===== config.mk =====
export PLATFORM = sky130hd
export DESIGN_NAME = intr_seq
export DESIGN_NICKNAME = d
export VERILOG_FILES = /design/src/rtl/intr_seq_pkg.sv /design/src/rtl/intr_seq_ctrl.sv /design/src/rtl/intr_seq_dpath.sv /design/src/rtl/intr_seq.sv
export SDC_FILE = /design/constraint.sdc
export NUM_CORES = 1
export LEC_CHECK = 0
export BUFFER_PORTS_ARGS = -buffer_cell sky130_fd_sc_hd__buf_2
export CAP_MARGIN = 10
export CORE_MARGIN = 2
export CORE_UTILIZATION = 29
export DETAILED_ROUTE_END_ITERATION = 6
export HOLD_SLACK_MARGIN = 0.03
export PLACE_DENSITY_LB_ADDON = 0.08
export SYNTH_ARGS = -nofsm -noshare
export SYNTH_HDL_FRONTEND = slang
export SYNTH_SLANG_ARGS = --single-unit

===== constraint.sdc =====
create_clock -name clk -period 1.5 [get_ports clk]
set_input_delay 0.225 -clock clk [delete_from_list [all_inputs] [get_ports clk]]
set_output_delay 0.225 -clock clk [all_outputs]
set_load 0.005 [all_outputs]

===== src/rtl/intr_seq_pkg.sv =====
package intr_seq_pkg;

  typedef enum logic [1:0] {
    SRC_RESET = 2'd0,
    SRC_NMI   = 2'd1,
    SRC_IRQ   = 2'd2,
    SRC_BRK   = 2'd3
  } svc_src_e;

  // Strobes from the sequence control to the datapath
  typedef struct packed {
    logic       active;   // a service sequence is running
    logic       pushEn;   // stack write cycle
    logic [1:0] pushIdx;  // 0 PC high, 1 PC low, 2 status
    logic       pullLo;   // low vector byte read
    logic       pullHi;   // high vector byte read
    logic       setI;     // set interrupt-disable flag
    logic       nmiAck;   // NMI vector fetch begins: drop the latch
    svc_src_e   src;      // cause being serviced
  } seq_ctrl_t;

endpackage


===== src/rtl/intr_seq_ctrl.sv =====
module intr_seq_ctrl
  import intr_seq_pkg::*;
#(
  parameter int SEQ_LEN    = 7,
  parameter int PUSH_FIRST = 2,
  parameter int NUM_PUSH   = 3
) (
  input  logic      clk,
  input  logic      resN,
  input  logic      instrDone,
  input  logic      brkOp,
  input  logic      irqN,
  input  logic      iFlag,
  input  logic      nmiPend,
  output logic      serviceReq,
  output seq_ctrl_t ctrl
);

  localparam int STEP_W = $clog2(SEQ_LEN);
  localparam logic [STEP_W-1:0] LAST_STEP    = STEP_W'(SEQ_LEN - 1);
  localparam logic [STEP_W-1:0] PULL_LO_STEP = STEP_W'(SEQ_LEN - 2);
  localparam logic [STEP_W-1:0] PUSH_LO      = STEP_W'(PUSH_FIRST);
  localparam logic [STEP_W-1:0] PUSH_HI      = STEP_W'(PUSH_FIRST + NUM_PUSH - 1);

  logic              active;
  logic              resetPend;
  logic [STEP_W-1:0] step;
  svc_src_e          src;

  logic     irqLive;
  logic     startReset;
  logic     startOther;
  svc_src_e pickSrc;

  always_comb begin
    irqLive    = !irqN && !iFlag;
    startReset = resN && resetPend && !active;
    startOther = resN && !resetPend && !active && instrDone &&
                 (nmiPend || irqLive || brkOp);
    if (nmiPend)      pickSrc = SRC_NMI;
    else if (irqLive) pickSrc = SRC_IRQ;
    else              pickSrc = SRC_BRK;
  end

  assign serviceReq = startReset || startOther;

  always_ff @(posedge clk) begin
    if (!resN) begin
      resetPend <= 1'b1;
      active    <= 1'b0;
      step      <= '0;
      src       <= SRC_RESET;
    end else if (active) begin
      if (step == LAST_STEP) begin
        active <= 1'b0;
        step   <= '0;
      end else begin
        step <= step + STEP_W'(1);
      end
    end else if (startReset) begin
      active    <= 1'b1;
      step      <= '0;
      src       <= SRC_RESET;
      resetPend <= 1'b0;
    end else if (startOther) begin
      active <= 1'b1;
      step   <= '0;
      src    <= pickSrc;
    end
  end

  always_comb begin
    ctrl         = '0;
    ctrl.active  = active;
    ctrl.src     = src;
    ctrl.pushEn  = active && (src != SRC_RESET) &&
                   (step >= PUSH_LO) && (step <= PUSH_HI);
    ctrl.pushIdx = ctrl.pushEn ? 2'(step - PUSH_LO) : 2'd0;
    ctrl.pullLo  = active && (step == PULL_LO_STEP);
    ctrl.pullHi  = active && (step == LAST_STEP);
    ctrl.setI    = ctrl.pullLo;
    ctrl.nmiAck  = ctrl.pullLo && (src == SRC_NMI);
  end

  // a request lasts a single cycle
  p_req_single_r8: assert property (@(posedge clk) disable iff (!resN)
    serviceReq |=> !serviceReq);

  // no request while a sequence runs
  p_no_req_busy_r12: assert property (@(posedge clk) disable iff (!resN)
    (active && $past(active)) |-> !serviceReq);

  // the PC high push is followed by the PC low push
  p_push_order_r9: assert property (@(posedge clk) disable iff (!resN)
    (ctrl.pushEn && ctrl.pushIdx == 2'd0) |=> (ctrl.pushEn && ctrl.pushIdx == 2'd1));

endmodule


===== src/rtl/intr_seq_dpath.sv =====
module intr_seq_dpath
  import intr_seq_pkg::*;
#(
  parameter int                ADDR_W    = 16,
  parameter logic [ADDR_W-1:0] VEC_NMI   = 16'hFFFA,
  parameter logic [ADDR_W-1:0] VEC_RESET = 16'hFFFC,
  parameter logic [ADDR_W-1:0] VEC_IRQ   = 16'hFFFE
) (
  input  logic              clk,
  input  logic              resN,
  input  logic              nmiN,
  input  seq_ctrl_t         ctrl,
  output logic              nmiPend,
  output logic [ADDR_W-1:0] vecAddr,
  output logic              vecPullN,
  output logic              setIStb,
  output logic              stackWr,
  output logic [1:0]        pushSel
);

  logic              nmiPrev;
  logic              nmiFall;
  logic [ADDR_W-1:0] vecBase;

  assign nmiFall = nmiPrev && !nmiN;

  // Pin history follows the pin even in reset, so a pin held low
  // across reset is not taken as an edge
  always_ff @(posedge clk) begin
    nmiPrev <= nmiN;
    if (!resN)        nmiPend <= 1'b0;
    else if (nmiFall) nmiPend <= 1'b1;
    else if (ctrl.nmiAck) nmiPend <= 1'b0;
  end

  always_comb begin
    case (ctrl.src)
      SRC_RESET: vecBase = VEC_RESET;
      SRC_NMI:   vecBase = VEC_NMI;
      default:   vecBase = VEC_IRQ;
    endcase
  end

  assign vecAddr  = (resN && ctrl.active) ? (vecBase | ADDR_W'(ctrl.pullHi)) : '0;
  assign vecPullN = !(resN && (ctrl.pullLo || ctrl.pullHi));
  assign setIStb  = resN && ctrl.setI;
  assign stackWr  = resN && ctrl.pushEn;
  assign pushSel  = (resN && ctrl.pushEn) ? ctrl.pushIdx : 2'd0;

  // a falling edge on the pin leaves an NMI pending
  p_nmi_latch_r3: assert property (@(posedge clk) disable iff (!resN)
    (!nmiN && $past(nmiN)) |=> nmiPend);

  // low byte read (even address) is followed by high byte read
  p_pull_pair_r10: assert property (@(posedge clk) disable iff (!resN)
    (!vecPullN && !vecAddr[0]) |=> (!vecPullN && vecAddr[0]));

  // the pull flag returns high after the high byte
  p_pull_end_r10: assert property (@(posedge clk) disable iff (!resN)
    (!vecPullN && vecAddr[0]) |=> vecPullN);

  // I is set during the low vector byte read
  p_seti_lo_r11: assert property (@(posedge clk) disable iff (!resN)
    setIStb |-> (!vecPullN && !vecAddr[0]));

  // a reset sequence writes nothing to the stack
  p_no_push_reset_r2: assert property (@(posedge clk) disable iff (!resN)
    stackWr |-> (vecAddr != VEC_RESET));

endmodule


===== src/rtl/intr_seq.sv =====
module intr_seq
  import intr_seq_pkg::*;
#(
  parameter int ADDR_W  = 16,
  parameter int SEQ_LEN = 7
) (
  input  logic              clk,
  input  logic              resN,
  input  logic              nmiN,
  input  logic              irqN,
  input  logic              iFlag,
  input  logic              instrDone,
  input  logic              brkOp,
  output logic              serviceReq,
  output logic [ADDR_W-1:0] vecAddr,
  output logic              vecPullN,
  output logic              setIStb,
  output logic              stackWr,
  output logic [1:0]        pushSel
);

  seq_ctrl_t ctrl;
  logic      nmiPend;

  intr_seq_ctrl #(
    .SEQ_LEN   (SEQ_LEN),
    .PUSH_FIRST(2),
    .NUM_PUSH  (3)
  ) u_ctrl (
    .clk       (clk),
    .resN      (resN),
    .instrDone (instrDone),
    .brkOp     (brkOp),
    .irqN      (irqN),
    .iFlag     (iFlag),
    .nmiPend   (nmiPend),
    .serviceReq(serviceReq),
    .ctrl      (ctrl)
  );

  intr_seq_dpath #(
    .ADDR_W   (ADDR_W),
    .VEC_NMI  (ADDR_W'(16'hFFFA)),
    .VEC_RESET(ADDR_W'(16'hFFFC)),
    .VEC_IRQ  (ADDR_W'(16'hFFFE))
  ) u_dpath (
    .clk     (clk),
    .resN    (resN),
    .nmiN    (nmiN),
    .ctrl    (ctrl),
    .nmiPend (nmiPend),
    .vecAddr (vecAddr),
    .vecPullN(vecPullN),
    .setIStb (setIStb),
    .stackWr (stackWr),
    .pushSel (pushSel)
  );

endmodule


Word level (Yosys, flattened, before mapping)
Cells that the tools add are included.
Widths: inputs -> output; s select.
{"block": "word_totals", "regBits": 9, "input_bits": 7, "out_inout_bits": 22, "word_cells": 68}
{"block": "op_classes", "addsub": 2, "magnitude_cmp": 2, "n_eq_ne": 3, "muxes": 18, "bitwise_logic": 2, "n_reduce_logical": 35}
{"op": "$logic_and 1x1->1", "n": 18}
{"op": "$mux 16", "n": 1}
{"op": "$or 16x1->16", "n": 1}
{"op": "$mux 3", "n": 4}
{"op": "$mux 2", "n": 5}
{"op": "$mux 1", "n": 7}
{"op": "$eq 3x3->1 const B", "n": 2}
{"op": "$logic_not 1->1", "n": 6}
{"op": "$pmux 3 s2", "n": 1}
{"op": "$reduce_bool 2->1", "n": 3}
{"op": "$logic_or 1x1->1", "n": 4}
{"op": "$reduce_and 2->1", "n": 2}
{"op": "$add 3x1->3 const B", "n": 1}
{"op": "$ge 3x2->1 const B", "n": 1}
{"op": "$le 3x3->1 const B", "n": 1}
{"op": "$reduce_bool 3->1", "n": 1}
{"op": "$eq 2x1->1 const B", "n": 1}
{"op": "$logic_not 2->1", "n": 1}
{"op": "$sub 2x2->2 const B", "n": 1}
{"op": "$not 1->1", "n": 1}

Longest topological paths before layout
{"block": "depth", "word_depth": 8, "depth_mapped": 5, "ltp_nobuf": 4}

By module
A second synthesis with hierarchy kept.
{"block": "unflattened", "cells_unflattened": 80, "area_unflattened_um2": 644.4}
{"module": "intr_seq_ctrl", "n_inst": 1, "cells_each": 51, "area_per_inst_um2": 419.2, "seq_area_each_um2": 140.1}
{"module": "intr_seq_dpath", "n_inst": 1, "cells_each": 29, "area_per_inst_um2": 225.2, "seq_area_each_um2": 40.0}

Worst setup path before layout
No wires, ideal clock.
{"block": "synth_timing", "kind": "register to output", "startpoint": "register u_ctrl.active", "endpoint": "output pushSel[0]", "arrival_time_ps": 1345, "required_time_ps": 1275, "slack_ps": -70, "stages_incl_launch_ff": 5, "path_buffers": 1, "cell_sequence": "dfxtp_1 -> and2_1 -> clkbuf_1 -> o21ai_1 -> nor3_1"}
{"block": "synth_between", "elab_chain_cells": 5, "word_cells_on_any_way": 6, "cone_classes": "mux (2); reduce/logical (4)"}
{"item": "from (decl)", "line_no": "intr_seq_ctrl.sv:25", "rtl": "logic active;"}
{"item": "from (signal assigned)", "line_no": "intr_seq_ctrl.sv:50", "rtl": "active <= 1'b0;"}
{"item": "from (signal assigned)", "line_no": "intr_seq_ctrl.sv:55", "rtl": "active <= 1'b0;"}
{"item": "from (signal assigned)", "line_no": "intr_seq_ctrl.sv:61", "rtl": "active <= 1'b1;"}
{"item": "$logic_and 1x1->1 (*) (2 in series)", "line_no": "intr_seq_ctrl.sv:76", "rtl": "ctrl.pushEn = active && (src != SRC_RESET) &&"}
{"item": "$logic_and 1x1->1 (*)", "line_no": "intr_seq_ctrl.sv:77", "rtl": "(step >= PUSH_LO) && (step <= PUSH_HI);"}
{"item": "$mux 2 / $logic_and 1x1->1 (equally long branches)", "line_no": "intr_seq_ctrl.sv:78, intr_seq_dpath.sv:48"}
{"item": "$mux 2 (*)", "line_no": "intr_seq_dpath.sv:48", "rtl": "assign pushSel = (resN && ctrl.pushEn) ? ctrl.pushIdx : 2'd0;"}
{"item": "to (decl)", "line_no": "intr_seq.sv:19", "rtl": "output logic [1:0] pushSel"}
Mark *: on every way between the ends. The rest lies on a longest branch, timed or not.

Worst setup path after layout
{"block": "layout_timing", "startpoint": "register u_ctrl.step[2]", "endpoint": "output stackWr"}
{"block": "layout_between", "elab_chain_cells": 4, "word_cells_on_any_way": 5, "cone_classes": "order compare (2); reduce/logical (3)"}
{"item": "from (decl)", "line_no": "intr_seq_ctrl.sv:27", "rtl": "logic [STEP_W-1:0] step;"}
{"item": "from (signal assigned)", "line_no": "intr_seq_ctrl.sv:58", "rtl": "step <= step + STEP_W'(1);"}
{"item": "$ge 3x2->1", "line_no": "intr_seq_ctrl.sv:77"}
{"item": "$logic_and 1x1->1", "line_no": "intr_seq_ctrl.sv:76"}
{"item": "$logic_and 1x1->1 (*)", "line_no": "intr_seq_ctrl.sv:77"}
{"item": "$logic_and 1x1->1 (*)", "line_no": "intr_seq_dpath.sv:47", "rtl": "assign stackWr = resN && ctrl.pushEn;"}
{"item": "to (decl)", "line_no": "intr_seq.sv:18", "rtl": "output logic stackWr,"}
Marks and branches as above.

==> flow_metrics.py <==
metrics = {
    "run_status": {
        "outcome": "complete, no violations",
    },
    "floorplan": {
        "die-area_um2": 2460,
        "rows": 16,
        "io_pins": 29,
        "core_area_um2": 1960,
        "dieWidth_um": 49.6,
        "start_util": 0.307,
        "die_y_um": 49.6,
    },
    "clocking": {
        "cts_tree": "yes",
        "clk_pin_slew_ps": 50,
        "clockBufferDepth": 2,
        "cts_hold_buffers": 0,
        "cts_sinks": 9,
        "clk-insertion-delay-late_ps": 250,
        "htree_levels": 1,
        "cts_root_buf": "clkbuf_4",
        "cts_made_buffers": 3,
    },
    "worst_setup_path": {
        "worst-path-buf-inv": 2,
        "slowest_stage": "dfxtp_2",
        "cp_data_required_time_ps": 1270,
        "cp_top_family": "flip-flops",
        "end_kind": "primary output",
        "critical_path.cell_chain": "buf_4 > mux2_2 > nor2_1 > buf_2",
        "worst-path-max-fanout": 9,
        "startpoint_type": "flop",
        "startpoint": "u_ctrl.step[2]",
        "cp.arrival_ps": 1200,
        "critPathMaxStageDelay_ps": 330,
        "reg2reg_from": "u_dpath.nmiPend",
        "worstSetupPathType": "reg -> out",
    },
    "synth": {
        "synth_xor_area_frac": 0.0146,
        "synth_flop_cell": "dfxtp_1",
        "syn_inst": 78,
        "synth_compound_area_frac": 0.139,
        "synth_edf_count": 0,
        "synth_top_area_frac": 0.299,
        "synth_top_area_cell": "dfxtp_1",
        "synth.avg_cell_area_um2": 7.72,
        "synth_area_um2": 602,
        "yosys_warnings": 0,
        "synth_simple_gate_area_frac": 0.306,
        "synth_mux_area_frac": 0.0353,
        "synth_top_family_by_area": "simple AND/OR/NAND/NOR gates",
        "yosys.cell_types.count": 26,
        "ys_ff_latch": 9,
        "syn_nets": 85,
        "synth.area.top_cells": "dfxtp_1 (30%), buf_4 (16%), nand2_1 (5.6%)",
        "synth_common_cells": "buf_4 (13), dfxtp_1 (9), nand2_1 (9)",
        "yosysSeqAreaShare": 0.299,
        "async_flop_share": 0,
        "synth_fa_ha_area_frac": 0,
        "synth.most_common_cell": "buf_4",
    },
    "sta": {
        "timing.final.crit_share": 0.950,
        "finClkSkew_ps": 3.40,
        "max_freq_ghz": 0.702,
        "layout_min_cycle_time_ps": 1420,
        "fin_setup_tns_ps": 0,
        "finalHoldViolations": 0,
        "drv_slew": 0,
        "grt_setup_unrepaired": "true",
        "setup-violations-final": 0,
        "setup_ws_ps": 75.4,
        "worst_pin_slew_ps": 268,
        "relSlewSlack": 0.821,
    },
    "grt": {
        "antenna_found_initial": 0,
        "grt-ovfl-total": 0,
        "grt_pass1_wl_um": 2030,
        "grt_max_degree": 18,
        "grt_pass1_vias": 469,
        "grt.total_usage": 0.108,
    },
    "drt": {
        "drt_iter0_drc": 10,
        "dr.pass1.iters": 5,
        "drtAntennaViolNets": 0,
        "num_vias": 573,
        "wl_per_cell_um": 10.2,
        "wirelength_um": 1300,
        "drc_errors": 0,
        "via_per_inst": 4.51,
    },
    "cells_and_area": {
        "instances_no_fill": 127,
        "layout-drive-gt1-share": 0.490,
        "final_nets": 108,
        "antenna_cells": 0,
        "syn_to_final_growth_pct": 27.9,
        "utilization": 0.392,
    },
    "power_and_ir_drop": {
        "p_per_area_nw_per_um2": 728,
        "power_uw": 560,
        "leakage_nw": 0.366,
        "vdd_drop_max_mv": 0.412,
    },
    "job": {
        "max_cap_viol_count": 0,
    },
    "placed_design": {
        "pre_cts_slack_ps": 214,
        "port_buffers": 28,
        "gp_congestion": 0.732,
        "dp_cells": 120,
        "dp_hpwl_um": 937,
    },
    "worst_hold_path": {
        "min-delay-start": "nmiN",
        "hold_class": "in -> reg",
    },
}
==> metrics by stage <==
stage | hold slack (ps) | area [um2]
floorplan | 253 | 603
global route | 69.1 | 769
detailed placement | 346 | 693
finish | 88.7 | 769
CTS | 77.2 | 728
global placement | 344 | 693
==> metal layers <==
metal / GRT usage / part of all wire / vias up
li1: - / - / 299
met1: 0.131 / 0.45 / 250
met2: 0.176 / 0.47 / 24
met3: 0.0545 / 0.079 / 0
met4: 0.0139 / 0 / 0
met5: 0 / 0 / -
==> power by group <==
group	total, mW	internal [mW]	leakage (nW)	switching (mW)
Combinational	0.119	0.0608	0.275	0.0581
Sequential	0.263	0.250	0.0762	0.0123
Clock	0.179	0.102	0.0150	0.0769
Total	0.560	0.413	0.366	0.147
==> placed cells by master, fill, tap and decap left out, drive strengths merged, types with 2 or more instances in the layout <==
cell / n
a211oi: 2
a21oi: 5
a31oi: 2
buf: 35
clkbuf: 4
dfxtp: 9
inv: 3
nand2: 9
nand3: 6
nor2: 4
nor2b: 4
nor3: 3
o21ai: 2
or4: 2
==> layout make-up <==
cell class,instances,area (um2)
Fill cell,228,1190
Sequential cell,9,190
Multi-Input combinational cell,49,312
Timing Repair Buffer,35,196
Clock buffer,4,26.3
Tap cell,27,33.8
Inverter,3,11.3
==> registers in the layout (all words and copies together), names as in the netlist <==
register          cells
u_ctrl.resetPend      1
u_ctrl.step           3
u_ctrl.src            2
u_dpath.nmiPend       1
u_ctrl.active         1
u_dpath.nmiPrev       1
==> cell families (layout without fill, tap and decap cells) <==
| kind of cell | Yosys count | after routing |
|---|---|---|
| mux | 2 | 2 |
| compound gates | 12 | 12 |
| xor+xnor | 1 | 1 |
| buf+inv | 20 | 42 |
| simple gates | 34 | 34 |
| flops | 9 | 9 |
==> path summary, 6_finish.rpt <==
path	depth (start not counted)	slack, ps	endpoint
setup / recovery	4	80	stackWr
hold / removal	1	90	u_dpath.nmiPrev
setup reg to reg	3	280	u_ctrl.src[0]
hold reg to reg	2	490	u_ctrl.resetPend
==> what timing repair did <==
| action | in CTS | in global routing |
|---|---|---|
| gates resized for setup | 2 | 8 |
| setup buffers | 0 | 3 |
| endpoints found under the setup margin | 2 | 7 |
| pin swaps | 1 | 2 |
(Power assumes the default switching activity.)
